## src/rtl/twr_pkg.sv

```systemverilog
package twr_pkg;

    typedef enum logic [2:0] {
        ST_IDLE,
        ST_RX,
        ST_RACK,
        ST_TX,
        ST_MACK,
        ST_WAIT
    } twr_state_e;

    typedef enum logic [1:0] {
        BY_ADDR,
        BY_PTR,
        BY_DATA
    } twr_byte_e;

    typedef enum logic [1:0] {
        NX_PTR,
        NX_DATA,
        NX_SEND,
        NX_HALT
    } twr_next_e;

    localparam logic [3:0] DEV_PREFIX  = 4'b1001;
    localparam logic [1:0] SEL_CFG     = 2'b01;
    localparam logic [7:0] CMD_RECALL  = 8'hB8;
    localparam logic [7:0] CMD_STORE   = 8'h48;
    localparam logic [7:0] CMD_RESTART = 8'h54;

    typedef struct packed {
        twr_state_e  st;
        twr_byte_e   kind;
        twr_next_e   nxt;
        logic [2:0]  cnt;
        logic [7:0]  sh;
        logic        full;
        logic        mack;
        logic [1:0]  ptr;
        logic        bidx;
        logic [7:0]  wbuf;
        logic [7:0]  tx;
        logic        oe;
        logic        wr;
        logic [15:0] wdata;
        logic        cmd_v;
        logic [7:0]  cmd;
    } twr_core_s;

endpackage

```

## src/rtl/twr_line_sync.sv

```systemverilog
module twr_line_sync #(
    parameter int STAGES = 2
) (
    input  logic clk,
    input  logic rst_n,
    input  logic scl_i,
    input  logic sda_i,
    output logic scl_o,
    output logic sda_o,
    output logic rise_o,
    output logic fall_o,
    output logic start_o,
    output logic stop_o
);
    localparam int PW = STAGES + 1;

    logic [PW-1:0] scl_d, scl_q, sda_d, sda_q;
    logic scl_old, sda_old;

    always_comb begin
        scl_d = {scl_q[PW-2:0], scl_i};
        sda_d = {sda_q[PW-2:0], sda_i};
    end

    always_ff @(posedge clk or negedge rst_n) begin
        if (!rst_n) begin
            scl_q <= '1;
            sda_q <= '1;
        end else begin
            scl_q <= scl_d;
            sda_q <= sda_d;
        end
    end

    assign scl_o   = scl_q[PW-2];
    assign sda_o   = sda_q[PW-2];
    assign scl_old = scl_q[PW-1];
    assign sda_old = sda_q[PW-1];

    assign rise_o  = scl_o & ~scl_old;
    assign fall_o  = ~scl_o & scl_old;
    assign start_o = scl_o & scl_old & sda_old & ~sda_o;
    assign stop_o  = scl_o & scl_old & ~sda_old & sda_o;

endmodule

```

## src/rtl/twr_hold_watchdog.sv

```systemverilog
module twr_hold_watchdog #(
    parameter int LIMIT = 1000000
) (
    input  logic clk,
    input  logic rst_n,
    input  logic drive_i,
    output logic expire_o
);
    localparam int CW = $clog2(LIMIT + 1);

    logic [CW-1:0] cnt_d, cnt_q;
    logic          exp_d, exp_q;

    always_comb begin
        exp_d = 1'b0;
        if (!drive_i || exp_q) begin
            cnt_d = '0;
        end else if (cnt_q == CW'(LIMIT - 1)) begin
            cnt_d = '0;
            exp_d = 1'b1;
        end else begin
            cnt_d = cnt_q + CW'(1);
        end
    end

    always_ff @(posedge clk or negedge rst_n) begin
        if (!rst_n) begin
            cnt_q <= '0;
            exp_q <= 1'b0;
        end else begin
            cnt_q <= cnt_d;
            exp_q <= exp_d;
        end
    end

    assign expire_o = exp_q;

    // Expiry only follows a cycle in which the slave was driving SDA.
    assert_expire_needs_drive_R12: assert property (@(posedge clk) disable iff (!rst_n)
        expire_o |-> $past(drive_i));

    // Expiry is a single-cycle event.
    assert_expire_single_R11: assert property (@(posedge clk) disable iff (!rst_n)
        expire_o |=> !expire_o);

endmodule

```

## src/rtl/twr_slave.sv

```systemverilog
module twr_slave #(
    parameter int TIMEOUT_CYC = 1000000,
    parameter int SYNC_STAGES = 2
) (
    input  logic        clk,
    input  logic        rst_n,
    input  logic        scl_i,
    input  logic        sda_i,
    output logic        sda_oe_o,
    input  logic [2:0]  strap_i,
    output logic [1:0]  reg_sel_o,
    input  logic [15:0] reg_rd_data_i,
    output logic        reg_wr_o,
    output logic [15:0] reg_wr_data_o,
    output logic        cmd_valid_o,
    output logic [7:0]  cmd_code_o
);
    import twr_pkg::*;

    twr_core_s q, d;

    logic scl_s, sda_s, scl_rise, scl_fall, bus_start, bus_stop, tmo;
    logic [7:0] rx_byte;
    logic       wide_reg;
    logic       is_cmd;

    twr_line_sync #(.STAGES(SYNC_STAGES)) u_sync (
        .clk     (clk),
        .rst_n   (rst_n),
        .scl_i   (scl_i),
        .sda_i   (sda_i),
        .scl_o   (scl_s),
        .sda_o   (sda_s),
        .rise_o  (scl_rise),
        .fall_o  (scl_fall),
        .start_o (bus_start),
        .stop_o  (bus_stop)
    );

    twr_hold_watchdog #(.LIMIT(TIMEOUT_CYC)) u_wdog (
        .clk      (clk),
        .rst_n    (rst_n),
        .drive_i  (q.oe),
        .expire_o (tmo)
    );

    assign rx_byte  = q.sh;
    assign wide_reg = (q.ptr != SEL_CFG);
    assign is_cmd   = (rx_byte == CMD_RECALL) || (rx_byte == CMD_STORE) ||
                      (rx_byte == CMD_RESTART);

    always_comb begin
        d       = q;
        d.wr    = 1'b0;
        d.cmd_v = 1'b0;
        if (tmo) begin
            d.st = ST_WAIT;
            d.oe = 1'b0;
        end else if (bus_start) begin
            d.st   = ST_RX;
            d.kind = BY_ADDR;
            d.cnt  = '0;
            d.full = 1'b0;
            d.oe   = 1'b0;
        end else if (bus_stop) begin
            d.st = ST_IDLE;
            d.oe = 1'b0;
        end else begin
            case (q.st)
                ST_RX: begin
                    if (scl_rise) begin
                        d.sh  = {q.sh[6:0], sda_s};
                        d.cnt = q.cnt + 3'd1;
                        if (q.cnt == 3'd7) d.full = 1'b1;
                    end else if (scl_fall && q.full) begin
                        d.full = 1'b0;
                        d.cnt  = '0;
                        d.st   = ST_RACK;
                        d.oe   = 1'b1;
                        case (q.kind)
                            BY_ADDR: begin
                                if (rx_byte[7:1] != {DEV_PREFIX, strap_i}) begin
                                    d.st = ST_WAIT;
                                    d.oe = 1'b0;
                                end else begin
                                    d.nxt  = rx_byte[0] ? NX_SEND : NX_PTR;
                                    d.bidx = 1'b0;
                                end
                            end
                            BY_PTR: begin
                                if (is_cmd) begin
                                    d.cmd_v = 1'b1;
                                    d.cmd   = rx_byte;
                                    d.nxt   = NX_HALT;
                                    if (rx_byte == CMD_RESTART) begin
                                        d.st = ST_WAIT;
                                        d.oe = 1'b0;
                                    end
                                end else if (rx_byte[7:2] == 6'd0) begin
                                    d.ptr  = rx_byte[1:0];
                                    d.nxt  = NX_DATA;
                                    d.bidx = 1'b0;
                                end else begin
                                    d.st = ST_WAIT;
                                    d.oe = 1'b0;
                                end
                            end
                            default: begin
                                if (wide_reg && !q.bidx) begin
                                    d.wbuf = rx_byte;
                                    d.bidx = 1'b1;
                                    d.nxt  = NX_DATA;
                                end else begin
                                    d.wr    = 1'b1;
                                    d.wdata = wide_reg ? {q.wbuf, rx_byte} : {rx_byte, 8'h00};
                                    d.nxt   = NX_HALT;
                                end
                            end
                        endcase
                    end
                end
                ST_RACK: begin
                    if (scl_fall) begin
                        d.oe  = 1'b0;
                        d.cnt = '0;
                        case (q.nxt)
                            NX_PTR:  begin d.st = ST_RX; d.kind = BY_PTR;  end
                            NX_DATA: begin d.st = ST_RX; d.kind = BY_DATA; end
                            NX_SEND: begin
                                d.st = ST_TX;
                                d.tx = reg_rd_data_i[15:8];
                                d.oe = ~reg_rd_data_i[15];
                            end
                            default: d.st = ST_WAIT;
                        endcase
                    end
                end
                ST_TX: begin
                    if (scl_fall) begin
                        if (q.cnt == 3'd7) begin
                            d.st = ST_MACK;
                            d.oe = 1'b0;
                        end else begin
                            d.cnt = q.cnt + 3'd1;
                            d.tx  = {q.tx[6:0], 1'b0};
                            d.oe  = ~q.tx[6];
                        end
                    end
                end
                ST_MACK: begin
                    if (scl_rise) begin
                        d.mack = ~sda_s;
                    end else if (scl_fall) begin
                        if (q.mack && wide_reg && !q.bidx) begin
                            d.bidx = 1'b1;
                            d.cnt  = '0;
                            d.st   = ST_TX;
                            d.tx   = reg_rd_data_i[7:0];
                            d.oe   = ~reg_rd_data_i[7];
                        end else begin
                            d.st = ST_WAIT;
                        end
                    end
                end
                default: ;
            endcase
        end
    end

    always_ff @(posedge clk or negedge rst_n) begin
        if (!rst_n) q <= '0;
        else        q <= d;
    end

    assign sda_oe_o      = q.oe;
    assign reg_sel_o     = q.ptr;
    assign reg_wr_o      = q.wr;
    assign reg_wr_data_o = q.wdata;
    assign cmd_valid_o   = q.cmd_v;
    assign cmd_code_o    = q.cmd;

    // Drive changes are decided only while the synchronised clock is low.
    assert_sda_moves_low_scl_R10: assert property (@(posedge clk) disable iff (!rst_n)
        ((q.oe != $past(q.oe)) && !$past(tmo)) |-> !$past(scl_s));

    assert_wr_single_R13: assert property (@(posedge clk) disable iff (!rst_n)
        reg_wr_o |=> !reg_wr_o);

    assert_cmd_single_R13: assert property (@(posedge clk) disable iff (!rst_n)
        cmd_valid_o |=> !cmd_valid_o);

    assert_restart_cmd_silent_R9: assert property (@(posedge clk) disable iff (!rst_n)
        (cmd_valid_o && cmd_code_o == CMD_RESTART) |=> !sda_oe_o);

    assert_idle_released_R2: assert property (@(posedge clk) disable iff (!rst_n)
        (q.st == ST_IDLE || q.st == ST_WAIT) |-> !sda_oe_o);

endmodule

```

## config.mk

```make
export PLATFORM = sky130hd
export DESIGN_NAME = twr_slave
export DESIGN_NICKNAME = d
export VERILOG_FILES = /design/src/rtl/twr_pkg.sv /design/src/rtl/twr_line_sync.sv /design/src/rtl/twr_hold_watchdog.sv /design/src/rtl/twr_slave.sv
export SDC_FILE = /design/constraint.sdc
export NUM_CORES = 1
export LEC_CHECK = 0
export BUFFER_PORTS_ARGS = -buffer_cell sky130_fd_sc_hd__buf_2
export CAP_MARGIN = 20
export CORE_UTILIZATION = 60
export DETAILED_ROUTE_END_ITERATION = 16
export GPL_TIMING_DRIVEN = 0
export PLACE_DENSITY = 0.9
export SLEW_MARGIN = 0
export SYNTH_ARGS = -nofsm -noshare
export SYNTH_HDL_FRONTEND = slang
export SYNTH_SLANG_ARGS = --single-unit
```

## constraint.sdc

```tcl
create_clock -name clk -period 3.9 [get_ports clk]
set_input_delay 0.585 -clock clk [delete_from_list [all_inputs] [get_ports clk]]
set_output_delay 0.585 -clock clk [all_outputs]
set_load 0.02 [all_outputs]
```

==> results of run 1 <==
## cell usage in the layout, fill, tap and decap left out, drive strengths merged, types with 2 or more instances in the layout
master / count
or2: 4
a31oi: 3
and3: 6
a21oi: 11
dfstp: 6
nor3: 7
clkbuf: 33
nand3: 6
nand2: 41
nor2b: 8
o21ai: 26
o221ai: 2
a222oi: 6
a211oi: 3
inv: 25
and4b: 3
xor2: 15
xnor2: 6
nor3b: 3
dfrtp: 86
nor4b: 2
nand2b: 9
nand4: 7
buf: 81
nor2: 43
mux2: 30
o21a: 2
o41ai: 2
nor4: 4
o31ai: 2
a21o: 2
or3b: 3
a22o: 2
and2: 3
mux2i: 19
ha: 3
## critical path: stages, from the launching register on
cell and delay, ps:
dfrtp_1 370, clkbuf_1 240, or4b_2 720, a211oi_2 320
a31oi_1 170, nor3_4 480, mux2_2 400
## how the worst max path moves through the flow
| stage | from | to | cells past startpoint |
|---|---|---|---|
| 2_1_floorplan | q[56] | q[27] | 7 |
| 3_3_place_gp | u_sync.sda_q[1] | q[27] | 6 |
| 3_5_place_dp | u_sync.sda_q[1] | q[27] | 6 |
| 4_1_cts | rx_byte[1] | cmd_code_o[7] | 6 |
| 5_1_grt | rx_byte[1] | cmd_code_o[7] | 6 |
| 6_report | rx_byte[1] | cmd_code_o[7] | 6 |
## per-stage QoR
step	total power, uW	setup slack, ps	util	hold WS (ps)
floorplan	1912	1465	-	289.4
global placement	2119	1139	0.6701	347.6
detailed placement	2161	1164	0.6730	351.1
CTS	2807	1091	0.6989	260.5
global route	2970	984.5	0.6995	283.3
finish	2811	1087	0.6995	230.5
## sequential cells by signal, summed over array words and instances (netlist names), 2 cells and up
name           count
cmd_code_o         8
reg_wr_data_o     16
u_sync.scl_q       3
rx_byte            8
u_wdog.cnt_q      20
u_sync.sda_q       3
reg_sel_o          2
q                 28
## where the power goes
group	leakage, uW	internal [uW]	switching (uW)	total [uW]
sequential	0.00123	1090	110	1200
clock	0.0000990	257	388	644
combinational	0.00126	397	571	968
total	0.00259	1740	1070	2810
## cell families (layout without fill, tap and decap cells)
logic type                 after synthesis  in the layout  synth area share
DFF                                     92             92            0.4844
muxes                                   49             49            0.1107
AOI/OAI and AO/OA                       74             74            0.1050
xor gates and xnor gates                21             21           0.03857
adders and majority gates                3              3          0.007873
buffers and inverters                   72            141           0.07793
and+or+nand+nor                        157            157            0.1756
## per-layer routing
layer / vias to the layer above / wire (um)
met5: - / 0
met4: 0 / 226
met3: 18 / 494
met2: 118 / 4751
met1: 1764 / 4185
li1: 1732 / -
## cell type report
type	count	area [um^2]
Inverter	20	75.07
Clock inverter	7	75.07
Multi-Input combinational cell	304	2087
Fill cell	558	2310
Timing Repair Buffer	53	282.8
Tap cell	102	127.6
Clock buffer	9	123.9
Sequential cell	92	2310
Buffer	52	296.5
==> results.txt, run 1 <==
Highest Clock Rate: 0.3555 GHz
Worst reg-to-reg setup slack: 1090 ps
N_diodes: 0
Post-synth cell types: 64
Synth top area cells: dfrtp_1 (45%), mux2_2 (7.1%), buf_4 (4.1%)
Maximum number of pins on one net before global-route repair: 53
Static leakage: 0.002592 uW
Count of warnings emitted by yosys: 0
Clock skew after layout: 15.04 ps
Total of endpoints with negative setup slack in the final report: 0
Power density over the cells: 522.7 nW/um^2
Number of buffers created by CTS: 9
GRT overflow: 0
Final Instance Count excl. Fillers: 639
Height of the die: 91.15 um
Avg Synthesized Cell Area: 10.19 um^2
Share of final-layout standard cells stronger than drive strength 1: 0.2719
Sequential-to-total area share from yosys stat: 0.4844
Unrepaired setup endpoints after global routing: no
Syn_nets: 494
Worst min path class: input port to async pin
Minimum clock period: 2813 ps
Placed inst area: 5174 um^2
CTS H-Tree Depth: 3
CP Data Arrival Time: 3070 ps
Average wire per cell in the routed design: 15.11 um
Post_cts resized: 0
Path type of the worst setup path: flip-flop to flip-flop
Tot GR Track Use: 0.2497
Initial Util: 0.6203
Kind of end point of the critical path: flip-flop
TritonCTS clock tree: done
Clock root buffer master: clkbuf_8
IO Pins: 52
Maximum Capacitance Violations: 0
Final WL: 9658 um
Run status: completed
Met3 demand-to-capacity share in global routing: 0.04523
Worst Reg2Reg Path Length in Cells: 6
Number of enable flip-flop cells after synthesis: 0
Post-detailed-route count of antenna-violating nets: 0
Clk sinks: 92
Startpoint of the worst-slack reg-to-reg timing path: rx_byte[1]
Async set-or-reset flop fraction in the synthesized netlist: 1.000
Most used standard cell by instance count after synthesis: dfrtp_1
First DRT Iteration DRCs: 246
Worst-Skew Late Latency: 370 ps
Worst slew margin relative to its limit: 0.3603
Worst voltage drop across the vdd grid: 0.0002386 V
Fraction of post-synthesis cell area in the top cell type by area: 0.4513
Clock transition time at the flip-flop clock pins of the worst setup and hold paths: 100 ps
Number of global-route vias before repair: 3516
Floorplan row count: 32
Weighted congestion reported at the end of routability-driven placement: 0.8630
GR Layer Usage met2: 0.4085
Register bit total from synthesis: 92
Detailed-route via count: 3632
Hold violation count in the final report: 0
Most instantiated flip-flop cell in the synthesis netlist: dfrtp_1
Final routed DRC violation total: 0
Type of origin of the critical path: flip-flop
Global routing usage on met1: 0.3233
Area Overhead vs Synth: 12.78%
DP HPWL: 6924 um
Post-synthesis cell count: 468
Design area: 5378 um^2
Length of the first detailed-routing pass in iterations: 5
Max Fanout on Critical Path: 9
Setup_tns: 0 ps
CORE AREA: 7687 um^2
Final worst path period share: 0.7213
Initial antenna violation count: 0
Total standard cell area after synthesis: 4768 um^2
Count of port buffers added during placement: 51
Die ar.: 8307 um^2
Via density: 5.684
Die W: 91.15 um
Cell type contributing the most total cell area after synthesis: dfrtp_1
Number of placed instances with taps included: 622
Crit Reg-Reg Endpoint: cmd_code_o[7]
Max-slew violation total from the final report: 0
Top cells by count, synth: dfrtp_1 (86), nor2_1 (43), nand2_1 (41)
Global-route wire length before repair: 16220 um
CTS Hold Bufs: 0
Most heavily used metal layer in global routing: met2
Transition time of the tightest slew-check pin: 951.7 ps
Critical Path RT: 4160 ps
Number of nets in the finished design: 558
Post CTS Setup Buffer Count: 0
Maximum buffer depth of the clock tree: 2
Note: power is estimated with default switching activity, not from simulation.
==> run 2: changes to the inputs <==
--- a/config.mk
+++ b/config.mk
@@ -7,10 +7,10 @@
 export LEC_CHECK = 0
 export BUFFER_PORTS_ARGS = -buffer_cell sky130_fd_sc_hd__buf_2
 export CAP_MARGIN = 20
-export CORE_UTILIZATION = 60
+export CORE_UTILIZATION = 53
 export DETAILED_ROUTE_END_ITERATION = 16
 export GPL_TIMING_DRIVEN = 0
-export PLACE_DENSITY = 0.9
+export PLACE_DENSITY = 0.85
 export SLEW_MARGIN = 0
 export SYNTH_ARGS = -nofsm -noshare
 export SYNTH_HDL_FRONTEND = slang
==> constraint.sdc (replaced) <==
create_clock -name clk -period 2.45 [get_ports clk]
set_input_delay 0.3675 -clock clk [delete_from_list [all_inputs] [get_ports clk]]
set_output_delay 0.3675 -clock clk [all_outputs]
set_load 0.02 [all_outputs]
==> results.txt, run 2 (synthesis gave the netlist of run 1 again) <==
Maximum Capacitance Violations: 0 (unchanged)
Worst-Skew Late Latency: 370 ps (about the same)
TritonCTS clock tree: done
Clock skew after layout: 16.36 ps (+1.320 ps)
Global-route wire length before repair: 16610 um (+2.4%)
CTS Hold Bufs: 0 (unchanged)
Average wire per cell in the routed design: 15.63 um (+3.4%)
Maximum number of pins on one net before global-route repair: 49 (-7.5%)
Worst min path class: input port to async pin
Total power draw: 4582 uW (+63%)
Maximum buffer depth of the clock tree: 2 (unchanged)
Kind of end point of the critical path: flip-flop
Met3 demand-to-capacity share in global routing: 0.04624 (+0.001017)
Weighted congestion reported at the end of routability-driven placement: 0.9442 (+9.4%)
Final WL: 10110 um (+4.7%)
Hold violation count in the final report: 0 (unchanged)
Length of the first detailed-routing pass in iterations: 7 (+2)
Static leakage: 0.002664 uW (+2.8%)
Via density: 5.683 (about the same)
Global routing usage on met1: 0.2820 (-0.04125)
DP HPWL: 6893 um (-0.45%)
Die W: 96.85 um (+6.3%)
Most common cell after layout, fill and taps aside: dfrtp_1
GR Layer Usage met2: 0.3505 (-0.05797)
Number of buffers created by CTS: 9 (unchanged)
CP Data Arrival Time: 2680 ps (-390 ps)
IO Pins: 52 (unchanged)
Initial Util: 0.5468 (-0.07351)
Die ar.: 9380 um^2 (+13%)
Worst slew margin relative to its limit: 0.5528 (+0.1925)
Height of the die: 96.85 um (+6.3%)
Floorplan row count: 34 (+6.3%)
Final worst path period share: 0.9911 (+0.2698)
Total of endpoints with negative setup slack in the final report: 0 (unchanged)
Number of global-route vias before repair: 3641 (+3.6%)
Type of origin of the critical path: flip-flop
Detailed-route via count: 3677 (+1.2%)
First DRT Iteration DRCs: 272 (+11%)
Highest Clock Rate: 0.4118 GHz (+16%)
Path type of the worst setup path: flip-flop to flip-flop
Max-slew violation total from the final report: 0 (unchanged)
Tot GR Track Use: 0.2178 (-0.03192)
Unrepaired setup endpoints after global routing: yes
Register containing the most flip-flops in the final layout: q
Max Fanout on Critical Path: 6 (-3)
Most heavily used metal layer in global routing: met2
Power density over the cells: 827.1 nW/um^2 (+58%)
Worst Reg2Reg Path Length in Cells: 5 (-1)
N_diodes: 0 (unchanged)
Initial antenna violation count: 0 (unchanged)
CORE AREA: 8721 um^2 (+13%)
Number of nets in the finished design: 560 (+0.36%)
Clock root buffer master: clkbuf_8
Area Overhead vs Synth: 16.19%
Share of final-layout standard cells stronger than drive strength 1: 0.3098 (+0.03795)
Post-Route Hold Slack: 2.918 ps (-227.6 ps)
Minimum clock period: 2428 ps (-384.9 ps)
Clock transition time at the flip-flop clock pins of the worst setup and hold paths: 100 ps (about the same)
Clk sinks: 92 (unchanged)
CTS H-Tree Depth: 3 (unchanged)
Run status: completed
Transition time of the tightest slew-check pin: 665.7 ps (-286.0 ps)
GRT overflow: 0 (unchanged)
Critical Path RT: 2710 ps (-1450 ps)
Commonest non-fill, non-tap cells in the layout: dfrtp_1 (85), buf_2 (52), nor2_1 (43), nand2_1 (41), buf_4 (34)
Worst voltage drop across the vdd grid: 0.0003720 V (+56%)
Number of flip-flops under the largest register name: 28 (unchanged)
Final routed DRC violation total: 0 (unchanged)
Post-detailed-route count of antenna-violating nets: 0 (unchanged)
Count of port buffers added during placement: 51 (unchanged)
## run 2: cell count changes in the layout (fill, tap and decap cells not counted), moves of 2 or more
cell	delta
clkbuf_1	-10
buf_4	+7
mux2_2	-4
mux2_4	+4
clkbuf_2	+3
buf_6	+2
nor3b_1	-2
nor3b_2	+2
o21ai_0	-2
o21ai_1	+2
## run 2: cell type report
class | count | area, um^2
fill | 653 | 3181
buffer | 48 | 300.3
clock buffer | 9 | 123.9
sequential | 92 | 2311
clock inverter | 7 | 65.06
timing repair buffer | 59 | 354.1
multi-input combinational | 304 | 2176
inverter | 20 | 75.07
tap | 108 | 135.1
## run 2: final timing paths
check                                     start               to  slack (ps)
worst max-delay path                      q[64]     reg_sel_o[0]          20
worst min-delay path                      rst_n            q[31]           3
worst max register to register            q[64]     reg_sel_o[0]          20
worst min register to register  u_sync.scl_q[0]  u_sync.scl_q[1]         360
max in group asynchronous                 rst_n  u_sync.sda_q[1]        1750
min in group clk                          scl_i  u_sync.scl_q[0]         100
## run 2: what timing repair did
item,CTS,global route
gates resized for setup,13,24
pin swaps,4,4
setup buffers,6,1
endpoints found under the setup margin,47,55
## run 2: metrics by stage
step / worst slack (ps) / util / setup TNS (ps) / instance area [um^2] / cells
after floorplan: 15.10 / - / 0 / 4768 / 468
after global placement: -291.6 / 0.5915 / -5355 / 5159 / 627
after detailed placement: -318.6 / 0.5950 / -7219 / 5189 / 628
after CTS: 20.74 / 0.6277 / 0 / 5474 / 647
after global routing: -77.08 / 0.6353 / -118.4 / 5540 / 647
final: 21.92 / 0.6353 / 0 / 5540 / 647
## run 2: metal layers
metal,routed length (um),up-vias
met1,4354,1758
met2,4972,146
met4,258,0
li1,-,1746
met5,0,-
met3,527,27
## run 2: power by group
group / switching, uW / internal, uW
sequential: 209 / 1740
clock: 605 / 394
combinational: 944 / 695
## run 2: worst max-delay path, stage by stage (launching register included)
cell and delay, ps:
dfrtp_1 400, or3b_4 440, or4_4 500, buf_6 150, a211oi_1 430, mux2_2 390
